File: src/rtl/colgen_pkg.sv
package colgen_pkg;

    typedef enum logic [1:0] {
        ST_IDLE   = 2'd0,
        ST_FINITE = 2'd1,
        ST_PAGE   = 2'd2
    } colgen_state_e;

    localparam logic [2:0] LEN_1    = 3'b000;
    localparam logic [2:0] LEN_2    = 3'b001;
    localparam logic [2:0] LEN_4    = 3'b010;
    localparam logic [2:0] LEN_8    = 3'b011;
    localparam logic [2:0] LEN_PAGE = 3'b111;

endpackage

File: src/rtl/colgen_len_decode.sv
module colgen_len_decode
    import colgen_pkg::*;
#(
    parameter int COL_W = 8
) (
    input  logic [2:0]       len_code,
    input  logic             interleave,
    input  logic             wr_single,
    input  logic             is_write,
    output logic [COL_W-1:0] mask,
    output logic             page,
    output logic             eff_il
);
    localparam int LOG_W = 3;

    logic [LOG_W-1:0] lg;
    logic             single;

    always_comb begin
        page = 1'b0;
        lg   = '0;
        case (len_code)
            LEN_1:    lg = 3'd0;
            LEN_2:    lg = 3'd1;
            LEN_4:    lg = 3'd2;
            LEN_8:    lg = 3'd3;
            LEN_PAGE: page = 1'b1;
            default:  lg = 3'd0;
        endcase
        single = is_write && wr_single;
        for (int i = 0; i < COL_W; i++) begin
            mask[i] = !single && (page || (i < int'(lg)));
        end
        if (single) begin
            page = 1'b0;
        end
        eff_il = interleave && !page;
    end

endmodule

File: src/rtl/colgen_order.sv
module colgen_order #(
    parameter int COL_W = 8
) (
    input  logic [COL_W-1:0] start,
    input  logic [COL_W-1:0] cnt,
    input  logic [COL_W-1:0] mask,
    input  logic             il,
    output logic [COL_W-1:0] addr
);
    logic [COL_W-1:0] sum;

    assign sum = start + cnt;

    for (genvar i = 0; i < COL_W; i++) begin : g_bit
        assign addr[i] = mask[i] ? (il ? (start[i] ^ cnt[i]) : sum[i]) : start[i];
    end

endmodule

File: src/rtl/colgen_ctrl.sv
module colgen_ctrl
    import colgen_pkg::*;
#(
    parameter int COL_W = 8
) (
    input  logic             clk,
    input  logic             rst_n,
    input  logic             cmd_valid,
    input  logic             cmd_write,
    input  logic [COL_W-1:0] cmd_col,
    input  logic             cmd_stop,
    input  logic [COL_W-1:0] dec_mask,
    input  logic             dec_page,
    input  logic             dec_il,
    output colgen_state_e    state,
    output logic [COL_W-1:0] start_q,
    output logic [COL_W-1:0] cnt_q,
    output logic [COL_W-1:0] mask_q,
    output logic             il_q,
    output logic             col_valid,
    output logic             col_write,
    output logic             burst_done
);
    colgen_state_e state_q, state_d;
    logic          wr_q;
    logic          last_beat;

    assign last_beat = (cnt_q == mask_q);

    always_ff @(posedge clk or negedge rst_n) begin
        if (!rst_n) begin
            state_q <= ST_IDLE;
        end else begin
            state_q <= state_d;
        end
    end

    always_comb begin
        state_d = state_q;
        unique case (state_q)
            ST_IDLE: begin
                if (cmd_valid) state_d = dec_page ? ST_PAGE : ST_FINITE;
            end
            ST_FINITE: begin
                if (cmd_valid)                  state_d = dec_page ? ST_PAGE : ST_FINITE;
                else if (cmd_stop || last_beat) state_d = ST_IDLE;
            end
            ST_PAGE: begin
                if (cmd_valid)     state_d = dec_page ? ST_PAGE : ST_FINITE;
                else if (cmd_stop) state_d = ST_IDLE;
            end
            default: state_d = ST_IDLE;
        endcase
    end

    always_ff @(posedge clk or negedge rst_n) begin
        if (!rst_n) begin
            start_q <= '0;
            cnt_q   <= '0;
            mask_q  <= '0;
            il_q    <= 1'b0;
            wr_q    <= 1'b0;
        end else if (cmd_valid) begin
            start_q <= cmd_col;
            cnt_q   <= '0;
            mask_q  <= dec_mask;
            il_q    <= dec_il;
            wr_q    <= cmd_write;
        end else if (state_q != ST_IDLE) begin
            cnt_q <= cnt_q + 1'b1;
        end
    end

    always_comb begin
        state      = state_q;
        col_valid  = (state_q != ST_IDLE);
        col_write  = col_valid && wr_q;
        burst_done = (state_q == ST_FINITE) && last_beat;
    end

endmodule

File: src/rtl/sdram_burst_colgen.sv
module sdram_burst_colgen
    import colgen_pkg::*;
#(
    parameter int COL_W = 8
) (
    input  logic             clk,
    input  logic             rst_n,
    input  logic [2:0]       cfg_len,
    input  logic             cfg_interleave,
    input  logic             cfg_wr_single,
    input  logic             cmd_valid,
    input  logic             cmd_write,
    input  logic [COL_W-1:0] cmd_col,
    input  logic             cmd_stop,
    output logic             col_valid,
    output logic [COL_W-1:0] col_addr,
    output logic             col_write,
    output logic             burst_done
);
    logic [COL_W-1:0] dec_mask;
    logic             dec_page;
    logic             dec_il;
    colgen_state_e    ctl_state;
    logic [COL_W-1:0] start_q;
    logic [COL_W-1:0] cnt_q;
    logic [COL_W-1:0] mask_q;
    logic             il_q;

    colgen_len_decode #(.COL_W(COL_W)) u_dec (
        .len_code   (cfg_len),
        .interleave (cfg_interleave),
        .wr_single  (cfg_wr_single),
        .is_write   (cmd_write),
        .mask       (dec_mask),
        .page       (dec_page),
        .eff_il     (dec_il)
    );

    colgen_ctrl #(.COL_W(COL_W)) u_ctrl (
        .clk        (clk),
        .rst_n      (rst_n),
        .cmd_valid  (cmd_valid),
        .cmd_write  (cmd_write),
        .cmd_col    (cmd_col),
        .cmd_stop   (cmd_stop),
        .dec_mask   (dec_mask),
        .dec_page   (dec_page),
        .dec_il     (dec_il),
        .state      (ctl_state),
        .start_q    (start_q),
        .cnt_q      (cnt_q),
        .mask_q     (mask_q),
        .il_q       (il_q),
        .col_valid  (col_valid),
        .col_write  (col_write),
        .burst_done (burst_done)
    );

    colgen_order #(.COL_W(COL_W)) u_order (
        .start (start_q),
        .cnt   (cnt_q),
        .mask  (mask_q),
        .il    (il_q),
        .addr  (col_addr)
    );

endmodule

File: config.mk
export PLATFORM = sky130hd
export DESIGN_NAME = sdram_burst_colgen
export DESIGN_NICKNAME = d
export VERILOG_FILES = /design/src/rtl/colgen_pkg.sv /design/src/rtl/colgen_len_decode.sv /design/src/rtl/colgen_order.sv /design/src/rtl/colgen_ctrl.sv /design/src/rtl/sdram_burst_colgen.sv
export SDC_FILE = /design/constraint.sdc
export NUM_CORES = 1
export LEC_CHECK = 0
export ABC_CLOCK_PERIOD_IN_PS = 3770
export CORE_MARGIN = 2
export CORE_UTILIZATION = 35
export DETAILED_ROUTE_END_ITERATION = 10
export GPL_TIMING_DRIVEN = 1
export HOLD_SLACK_MARGIN = 0.03
export PLACE_DENSITY = 0.64
export SYNTH_ARGS = -nofsm -noshare
export SYNTH_HDL_FRONTEND = slang
export SYNTH_HIERARCHICAL = 1
export SYNTH_SLANG_ARGS = --single-unit
File: constraint.sdc
create_clock -name clk -period 3.77 [get_ports clk]
set_clock_uncertainty 0.15 [all_clocks]
set_input_delay 0.754 -clock clk [delete_from_list [all_inputs] [get_ports clk]]
set_output_delay 0.754 -clock clk [all_outputs]
set_load 0.02 [all_outputs]
==> results of run 1 <==
[state kept, by name, summed over array words and instances, names as in the netlist]
name,cells
u_ctrl/cnt_q,8
u_ctrl/mask_q,8
u_ctrl/state,2
u_ctrl/start_q,8
u_ctrl/il_q,1
u_ctrl/wr_q,1
[worst max-delay path: cells and delay by family (launching register included)]
kind            cells  cell delay, ps
buf+inv             1             630
compound gates      4             540
flops               1             470
simple gates        1             410
fa+ha+maj           1             370
[cells in the mapped netlist (3+ instances only)]
master / instances
a21oi_1: 6
a31oi_1: 4
and3_1: 3
buf_4: 5
dfrtp_1: 28
ha_1: 12
inv_1: 10
mux2_2: 20
nand2_1: 8
nand3_1: 4
nor2_1: 20
o21ai_0: 6
xnor2_1: 14
xor2_1: 5
[cell families after synthesis]
logic type / Yosys count / share of synthesized area
fa+ha+maj: 14 / 0.09797
mux: 21 / 0.1270
flops: 28 / 0.3784
xor+xnor: 19 / 0.08987
simple gates: 53 / 0.1527
compound gates: 26 / 0.08919
buf+inv: 20 / 0.06486
[worst max-delay path by stage]
stage,start,end,slack [ps],cells after the start
global placement,u_ctrl/cnt_q[0],col_addr[6],270,9
detailed placement,u_ctrl/cnt_q[0],col_addr[6],190,9
CTS,u_ctrl/start_q[0],col_addr[4],5,9
floorplan,u_ctrl/cnt_q[0],col_addr[6],770,8
global route,u_ctrl/cnt_q[3],col_addr[5],20,7
finish,u_ctrl/cnt_q[3],col_addr[5],180,7
[cell type report]
class | count | area (sq um) | area share
clock inverters | 1 | 30.03 | 0.01333
flip-flops and latches | 28 | 700.7 | 0.3109
multi-input cells | 133 | 1035 | 0.4592
repair buffers | 33 | 321.6 | 0.1427
inverters | 10 | 37.54 | 0.01666
clock buffers | 3 | 41.29 | 0.01832
well taps | 70 | 87.58 | 0.03887
[where the power goes]
| group | total [uW] | switching, uW | internal (uW) |
|---|---|---|---|
| sequential | 372 | 39.4 | 333 |
| clock | 241 | 98.4 | 142 |
| combinational | 357 | 175 | 182 |
| total | 970 | 313 | 657 |
[what timing repair did]
action	4_1_cts	5_1_grt
setup buffers	1	0
hold buffers	0	0
setup endpoints to repair	3	2
gates resized for setup	2	2
pin swaps	0	0
[placed cells by master, fill, tap and decap left out, types with 2 or more instances in the layout]
master           instances
xnor2_1                 14
dfrtp_1                 28
xor2_1                   5
and3_1                   3
mux2_2                  20
nand2_1                  8
inv_1                   10
a211oi_1                 2
dlymetal6s2s_1           2
nand4_1                  2
nor2b_1                  2
a21oi_1                  5
clkbuf_8                 3
a31oi_1                  4
nand3_1                  4
o21ai_0                  6
nor2_1                  20
and2b_2                  2
and2_1                   2
buf_4                    5
clkdlybuf4s50_1         25
ha_1                    12
[per-layer routing]
layer	global-route usage	vias up	routed length, microns
met4	0.03636	0	20
met5	0	-	0
met3	0.02353	2	119
met2	0.2158	24	1703
li1	-	673	-
met1	0.1862	651	1814
[stage by stage]
| stage | area, sq um | utilization | cells | total power [uW] | hold WS [ps] |
|---|---|---|---|---|---|
| 2_1_floorplan | 1852 | - | 181 | 617.5 | 308.4 |
| 3_3_place_gp | 2167 | 0.4243 | 273 | 725.5 | 335.0 |
| 3_5_place_dp | 2167 | 0.4243 | 273 | 730.8 | 340.3 |
| 4_1_cts | 2248 | 0.4402 | 278 | 980.8 | 364.6 |
| 5_1_grt | 2253 | 0.4412 | 278 | 1035 | 399.4 |
| 6_report | 2253 | 0.4412 | 278 | 970.0 | 363.4 |
==> results.tsv, run 1 <==
metric	value	unit
status	finished clean	
DR WL/cell	13.15	microns
Max-cap violations	0	
worst hold path class	register to register	
initial drt markers	67	
Pwr Density	430.5	nW/um^2
# rows	26	
CP Capture Type	output pin	
die area	5888	sq um
Fmax	278.6	MHz
initial antenna violation count	0	
DP Worst Slack	192.4	ps
Hold Path Stages	1	
synth warn	6	
routed via count	1350	
Crit path required time	2870	ps
routability cong.	0.8112	
core box area	5107	sq um
Die Span Y	76.74	microns
VDD IR max	0.0002672	V
die width	76.74	microns
GRT Total Usage	0.1343	
ant diodes	0	
vias in the first global route	1408	
CP Cell Sequence	ha_1 > o21ai_1 > o21bai_1 > a21oi_2 > or3_2 > a31oi_1 > clkdlybuf4s50_1	
post-synth net total	212	
final setup vio count	0	
CTS buffer count	3	
Synth area leader	dfrtp_1	
clock tree from TritonCTS	done	
sequential share of the synthesized area	0.3784	
final worst path period share	0.9522	
Initial Utilization	0.3626	
H-Tree Depth	1	
pin count of the biggest net entering global routing	29	
Reg2Reg Setup Slack	2010	ps
slew margin rel.	0.7692	
P_leak	0.0009885	uW
antenna viol nets, final	0	
clk sinks	28	
post-synthesis instance total	181	
Mapped Area	1852	sq um
setup ws final	180.1	ps
detailed-route DRC error count	0	
layout cells sized above 1	0.1779	
Worst R2R Path Depth	6	
Synth top area share	0.3784	
CP Max Fanout	6	
# port buffers	28	
Final Slew Violations	0	
CTS root buffer	clkbuf_8	
Async S/R FF share, synth	1.000	
reg2reg end	u_ctrl/cnt_q[5]	
RSZ-0062 raised after global routing	false	
vias per cell	4.856	
first-pass GRT wire length	6.568	mm
grt ovf	0	
Hold Vio Cnt, Final	0	
crit-path max cell delay	630	ps
Post-Route WL	3.657	mm
Syn-to-layout area delta	21.69	%
prevailing post-synth register cell	dfrtp_1	
synthesis-stage register bit count	28	
FF-to-FF Start	u_ctrl/state[0]	
Worst-Margin Slew	337.5	ps
CP Class	register to output pin	
clock-pin slew on the worst setup and hold paths	100	ps
Fin Setup TNS	0	ps
Post-DP HPWL	2.690	mm
final net count	240	
Worst-Skew Late Latency	280	ps
CTS Buffer Depth	2	
TritonRoute pass-1 iters	4	
# fillers	505	
slowest stage cell on the critical path	clkdlybuf4s50_1	
Yosys cell types	44	
synth top area cells	dfrtp_1, mux2_2, ha_1, xnor2_1, nor2_1	
io pins	29	
crit start category	register	
crit path time final	3590	ps
Hold Path End	u_ctrl/wr_q	
EDFF count, synth	0	
Worst Path Arrival	2690	ps
hold_sp	u_ctrl/wr_q	
synthesized area per cell	10.23	sq um
Power figures use the tool's default switching activity.
==> run 2, diff against run 1 <==
- REMOVE_ABC_BUFFERS: unset -> 1
==> results.tsv, run 2 (synthesis gave the netlist of run 1 again) <==
metric	value	unit	change
status	finished clean		
# rows	26		unchanged
post-route cell area	2235	sq um	-0.83%
detailed-route DRC error count	0		unchanged
# fillers	510		+0.99%
Max-cap violations	0		unchanged
DR WL/cell	12.93	microns	-1.7%
routed via count	1349		-0.074%
Syn-to-layout area delta	20.68	%	
GRT Total Usage	0.1323		-0.002053
final worst path period share	0.9564		+0.004168
core box area	5107	sq um	unchanged
CP Cell Sequence	ha_1 > o21ai_1 > o21bai_1 > a21oi_2 > or3_2 > a31oi_1 > clkdlybuf4s50_1		
setup ws final	164.4	ps	-15.72 ps
pin count of the biggest net entering global routing	29		unchanged
Worst Path Arrival	2700	ps	about the same
layout cells sized above 1	0.1787		+0.0008593
clock tree from TritonCTS	done		
DP Worst Slack	135.0	ps	-57.39 ps
final setup vio count	0		unchanged
Hold Vio Cnt, Final	0		unchanged
io pins	29		unchanged
cts hold-fix bufs	0		unchanged
clock-pin slew on the worst setup and hold paths	90	ps	about the same
worst hold path class	register to register		
Post-DP HPWL	2.623	mm	-2.5%
Fmax	277.3	MHz	-0.44%
leading cell type in the layout, fill and taps excluded	dfrtp_1		
Highest Signal Layer	met4		
die area	5888	sq um	unchanged
CP Max Fanout	6		unchanged
Pwr Density	409.0	nW/um^2	-5.0%
initial drt markers	45		-33%
routability cong.	0.8678		+7.0%
Worst-Skew Late Latency	270	ps	about the same
ant diodes	0		unchanged
Worst-Margin Slew	488.9	ps	+151.4 ps
placed cell areas	2160	sq um	-0.35%
clk sinks	28		unchanged
Die Span Y	76.74	microns	unchanged
WL met2	1.573	mm	-7.6%
Final Util	0.4375		-0.003674
WL met1	1.789	mm	-1.4%
Post-Route WL	3.581	mm	-2.1%
TritonRoute pass-1 iters	4		unchanged
# port buffers	28		unchanged
antenna viol nets, final	0		unchanged
area of the multi-input gates	1040	sq um	+0.48%
VDD IR max	0.0002276	V	-15%
slowest stage cell on the critical path	clkdlybuf4s50_1		
Worst Hold Slack	367.8	ps	+4.384 ps
kind of cell adding the most delay to the critical path	buffers and inverters		
CTS root buffer	clkbuf_8		
WP buf/inv	1		unchanged
FF/Latch Area	700.7	sq um	unchanged
die width	76.74	microns	unchanged
crit path time final	3606	ps	+15.72 ps
Initial Utilization	0.3626		unchanged
crit start category	register		
first-pass GRT wire length	6.313	mm	-3.9%
initial antenna violation count	0		unchanged
Final Slew Violations	0		unchanged
most frequent cells in the layout	dfrtp_1, clkdlybuf4s50_1, nor2_1, mux2_2, xnor2_1		
final net count	239		-0.42%
crit-path max cell delay	640	ps	about the same
Largest regs	u_ctrl/cnt_q: 8 flops, u_ctrl/mask_q: 8 flops, u_ctrl/start_q: 8 flops		
met3 wire length	194	microns	+63%
P_leak	0.0009790	uW	-0.96%
Fin Setup TNS	0	ps	unchanged
vias in the first global route	1355		-3.8%
RSZ-0062 raised after global routing	false		
H-Tree Depth	1		unchanged
CTS buffer count	3		unchanged
CTS Buffer Depth	2		unchanged
vias per cell	4.870		+0.29%
slew margin rel.	0.6731		-0.09612
CP Class	register to output pin		
grt ovf	0		unchanged
CP Capture Type	output pin		
Crit path required time	2870	ps	about the same
## run 2: cell types whose count changed in the layout (fill, tap and decap cells not counted), sizes merged
| cell | change |
|---|---|
| buf | -1 |
| bufinv | -1 |
| clkbuf | +1 |
## run 2: power by group
group          internal, uW  leakage, uW  switching [uW]
Combinational           182     0.000591             172
Sequential              333     0.000360            40.4
Clock                  93.6    0.0000288            93.9
## run 2: path summary, 6_finish.rpt
check | startpoint | to | slack, ps | depth (start not counted)
max | u_ctrl/cnt_q[2] | col_addr[5] | 160 | 7
max reg2reg | u_ctrl/state[0] | u_ctrl/cnt_q[5] | 2000 | 6
min reg2reg | u_ctrl/wr_q | u_ctrl/wr_q | 370 | 1
min in group asynchronous | rst_n | u_ctrl/il_q | 700 | 2
min | u_ctrl/wr_q | u_ctrl/wr_q | 370 | 1
max in group asynchronous | rst_n | u_ctrl/mask_q[0] | 2500 | 2
## run 2: layer usage
metal	GRT usage	up-vias
met3	0.03529	2
li1	-	679
met4	0.03636	0
met1	0.1759	636
met2	0.2123	32
met5	0	-
## run 2: what timing repair did
action / 4_1_cts / 5_1_grt
resized for setup: 3 / 2
hold endpoints to repair: 0 / 0
buffers inserted: 1 / 0
pin swaps: 0 / 0
endpoints found under the setup margin: 3 / 2
## run 2: final cells by class
class / instances / share of cell area
clock buffer: 4 / 0.02464
inverter: 10 / 0.01680
multi-input combinational: 133 / 0.4653
sequential: 28 / 0.3136
tap: 70 / 0.03919
timing repair buffer: 32 / 0.1405
## run 2: through the flow
step | power [uW] | instances
CTS | 927.6 | 277
floorplan | 597.2 | 171
global route | 981.5 | 277
global placement | 724.3 | 272
finish | 914.0 | 277
detailed placement | 724.1 | 272
==> run 3, diff against run 2 <==
- ABC_CLOCK_PERIOD_IN_PS: 3770 -> 3200
- PLACE_DENSITY: 0.64 -> 0.66
- clock period: 3.77 -> 3.2 ns (I/O delays scaled with it)
==> results.tsv, run 3 (synthesis gave the netlist of run 1 again) <==
metric	value	unit	change
final setup vio count	1		+1
routability cong.	0.7878		-9.2%
slowest stage cell on the critical path	dfrtp_1		
Hold Path End	u_ctrl/wr_q		
RSZ-0062 raised after global routing	true		
cell total after placement	284		+4.4%
reg2reg end	u_ctrl/cnt_q[7]		
vias per cell	4.834		-0.73%
Pwr Density	473.9	nW/um^2	+16%
slew margin rel.	0.7341		+0.06109
die width	76.74	microns	unchanged
first-pass GRT wire length	6.555	mm	+3.8%
core box area	5107	sq um	unchanged
CP Class	register to output pin		
Max-cap violations	0		unchanged
Worst Path Arrival	2440	ps	-260 ps
hold_sp	u_ctrl/wr_q		
final worst path period share	1.010		
Crit path required time	2410	ps	-460 ps
CP Capture Type	output pin		
H-Tree Depth	1		unchanged
Die Span Y	76.74	microns	unchanged
Worst R2R Path Depth	6		unchanged
vias in the first global route	1459		+7.7%
Final Non-Filler Cells	290		+4.7%
Hold Path Stages	1		unchanged
status	finished, violations left		
grt ovf	0		unchanged
P_leak	0.001030	uW	+5.2%
DP Worst Slack	-160.4	ps	-295.3 ps
# rows	26		unchanged
worst hold path class	register to register		
Largest regs	u_ctrl/cnt_q: 8 flops, u_ctrl/mask_q: 8 flops, u_ctrl/start_q: 8 flops		
CTS Buffer Depth	2		unchanged
final net count	253		+5.9%
clock tree from TritonCTS	done		
DR WL/cell	13.15	microns	+1.7%
Hold Vio Cnt, Final	0		unchanged
Final Util	0.4603		+0.02278
crit start category	register		
routed via count	1402		+3.9%
TritonRoute pass-1 iters	4		unchanged
Post-DP HPWL	2.747	mm	+4.7%
Final Slew Violations	0		unchanged
Initial Utilization	0.3626		unchanged
Post-Route WL	3.814	mm	+6.5%
leading cell type in the layout, fill and taps excluded	dfrtp_1		
crit-path max cell delay	370	ps	-270 ps
placed cell areas	2250	sq um	+4.2%
crit path time final	3233	ps	
ant diodes	0		unchanged
violated checks	negative setup slack		
pin count of the biggest net entering global routing	29		unchanged
io pins	29		unchanged
layout cells sized above 1	0.2682		+0.08944
setup ws final	-32.63	ps	-197.0 ps
initial antenna violation count	0		unchanged
CTS root buffer	clkbuf_8		
detailed-route DRC error count	0		unchanged
FF-to-FF Start	u_ctrl/state[0]		
# port buffers	28		unchanged
VDD IR max	0.0002499	V	+9.8%
Setup crit start	u_ctrl/cnt_q[0]		
cts hold-fix bufs	0		unchanged
Worst-Margin Slew	388.7	ps	-100.2 ps
Fmax	309.3	MHz	
CP Max Fanout	2		-4
GRT Total Usage	0.1366		+0.004338
antenna viol nets, final	0		unchanged
CP Cell Sequence	ha_1 > inv_1 > fa_2 > or2b_1 > a211oi_2 > a31oi_1 > xnor2_1 > mux2_2 > buf_2		
initial drt markers	91		+100%
die area	5888	sq um	unchanged
most frequent cells in the layout	dfrtp_1, clkdlybuf4s50_1, nor2_1, mux2_2, buf_4		
clk sinks	28		unchanged
Reg2Reg Setup Slack	1440	ps	-560 ps
post-route cell area	2351	sq um	+5.2%
CTS buffer count	3		unchanged
clock-pin slew on the worst setup and hold paths	90	ps	about the same
Syn-to-layout area delta	26.96	%	
Worst-Skew Late Latency	270	ps	about the same
Worst Hold Slack	359.6	ps	-8.163 ps
run 3: changes by cell type in the layout (fill, tap and decap cells not counted), moves of 2 or more:
cell | before | now
buf_4 | 4 | 19
clkdlybuf4s50_1 | 25 | 23
dlymetal6s2s_1 | 2 | 0
ha_1 | 12 | 10
ha_4 | 0 | 2
run 3: worst max-delay path by stage:
stage | endpoint | cells after the start | slack, ps
2_1_floorplan | col_addr[6] | 8 | 310
3_3_place_gp | col_addr[6] | 9 | -100
3_5_place_dp | col_addr[6] | 9 | -160
4_1_cts | col_addr[6] | 9 | -180
5_1_grt | col_addr[6] | 9 | -130
6_report | col_addr[6] | 9 | -30
run 3: timing repair:
item,CTS,global route
setup buffers,0,3
pin swaps,1,8
endpoints found under the setup margin,5,4
endpoints found under the hold margin,0,0
gates resized for setup,11,15
run 3: final cells by class:
type	count	area, sq um
timing repair buffer	46	407.9
tap	70	87.58
sequential	28	700.7
clock buffer	3	41.29
inverter	10	37.54
fill	495	2756
multi-input combinational	133	1076
run 3: layer usage:
layer	GRT usage	wire length, microns	vias to the layer above
li1	-	-	701
met1	0.1752	1763	661
met2	0.2298	1831	38
met3	0.04235	202	2
met4	0.02182	17	0
met5	0	0	-
run 3: critical path: cells and delay by family, from the launching register on:
family	cells	cell delay, ps
compound gates	2	420
mux	1	260
xor+xnor	1	140
simple gates	1	240
buf+inv	2	230
flops	1	370
fa+ha+maj	2	520
run 3: power breakdown:
group	internal, uW	total (uW)	switching, uW
Sequential	392	440	48.0
Combinational	263	487	224
Clock	84.4	187	103
run 3: through the flow:
stage	setup TNS (ps)	total power (uW)
after floorplan	0	703.6
after global placement	-211.0	890.2
after detailed placement	-322.8	897.8
after CTS	-273.5	1091
after global routing	-204.9	1200
final	-32.63	1114
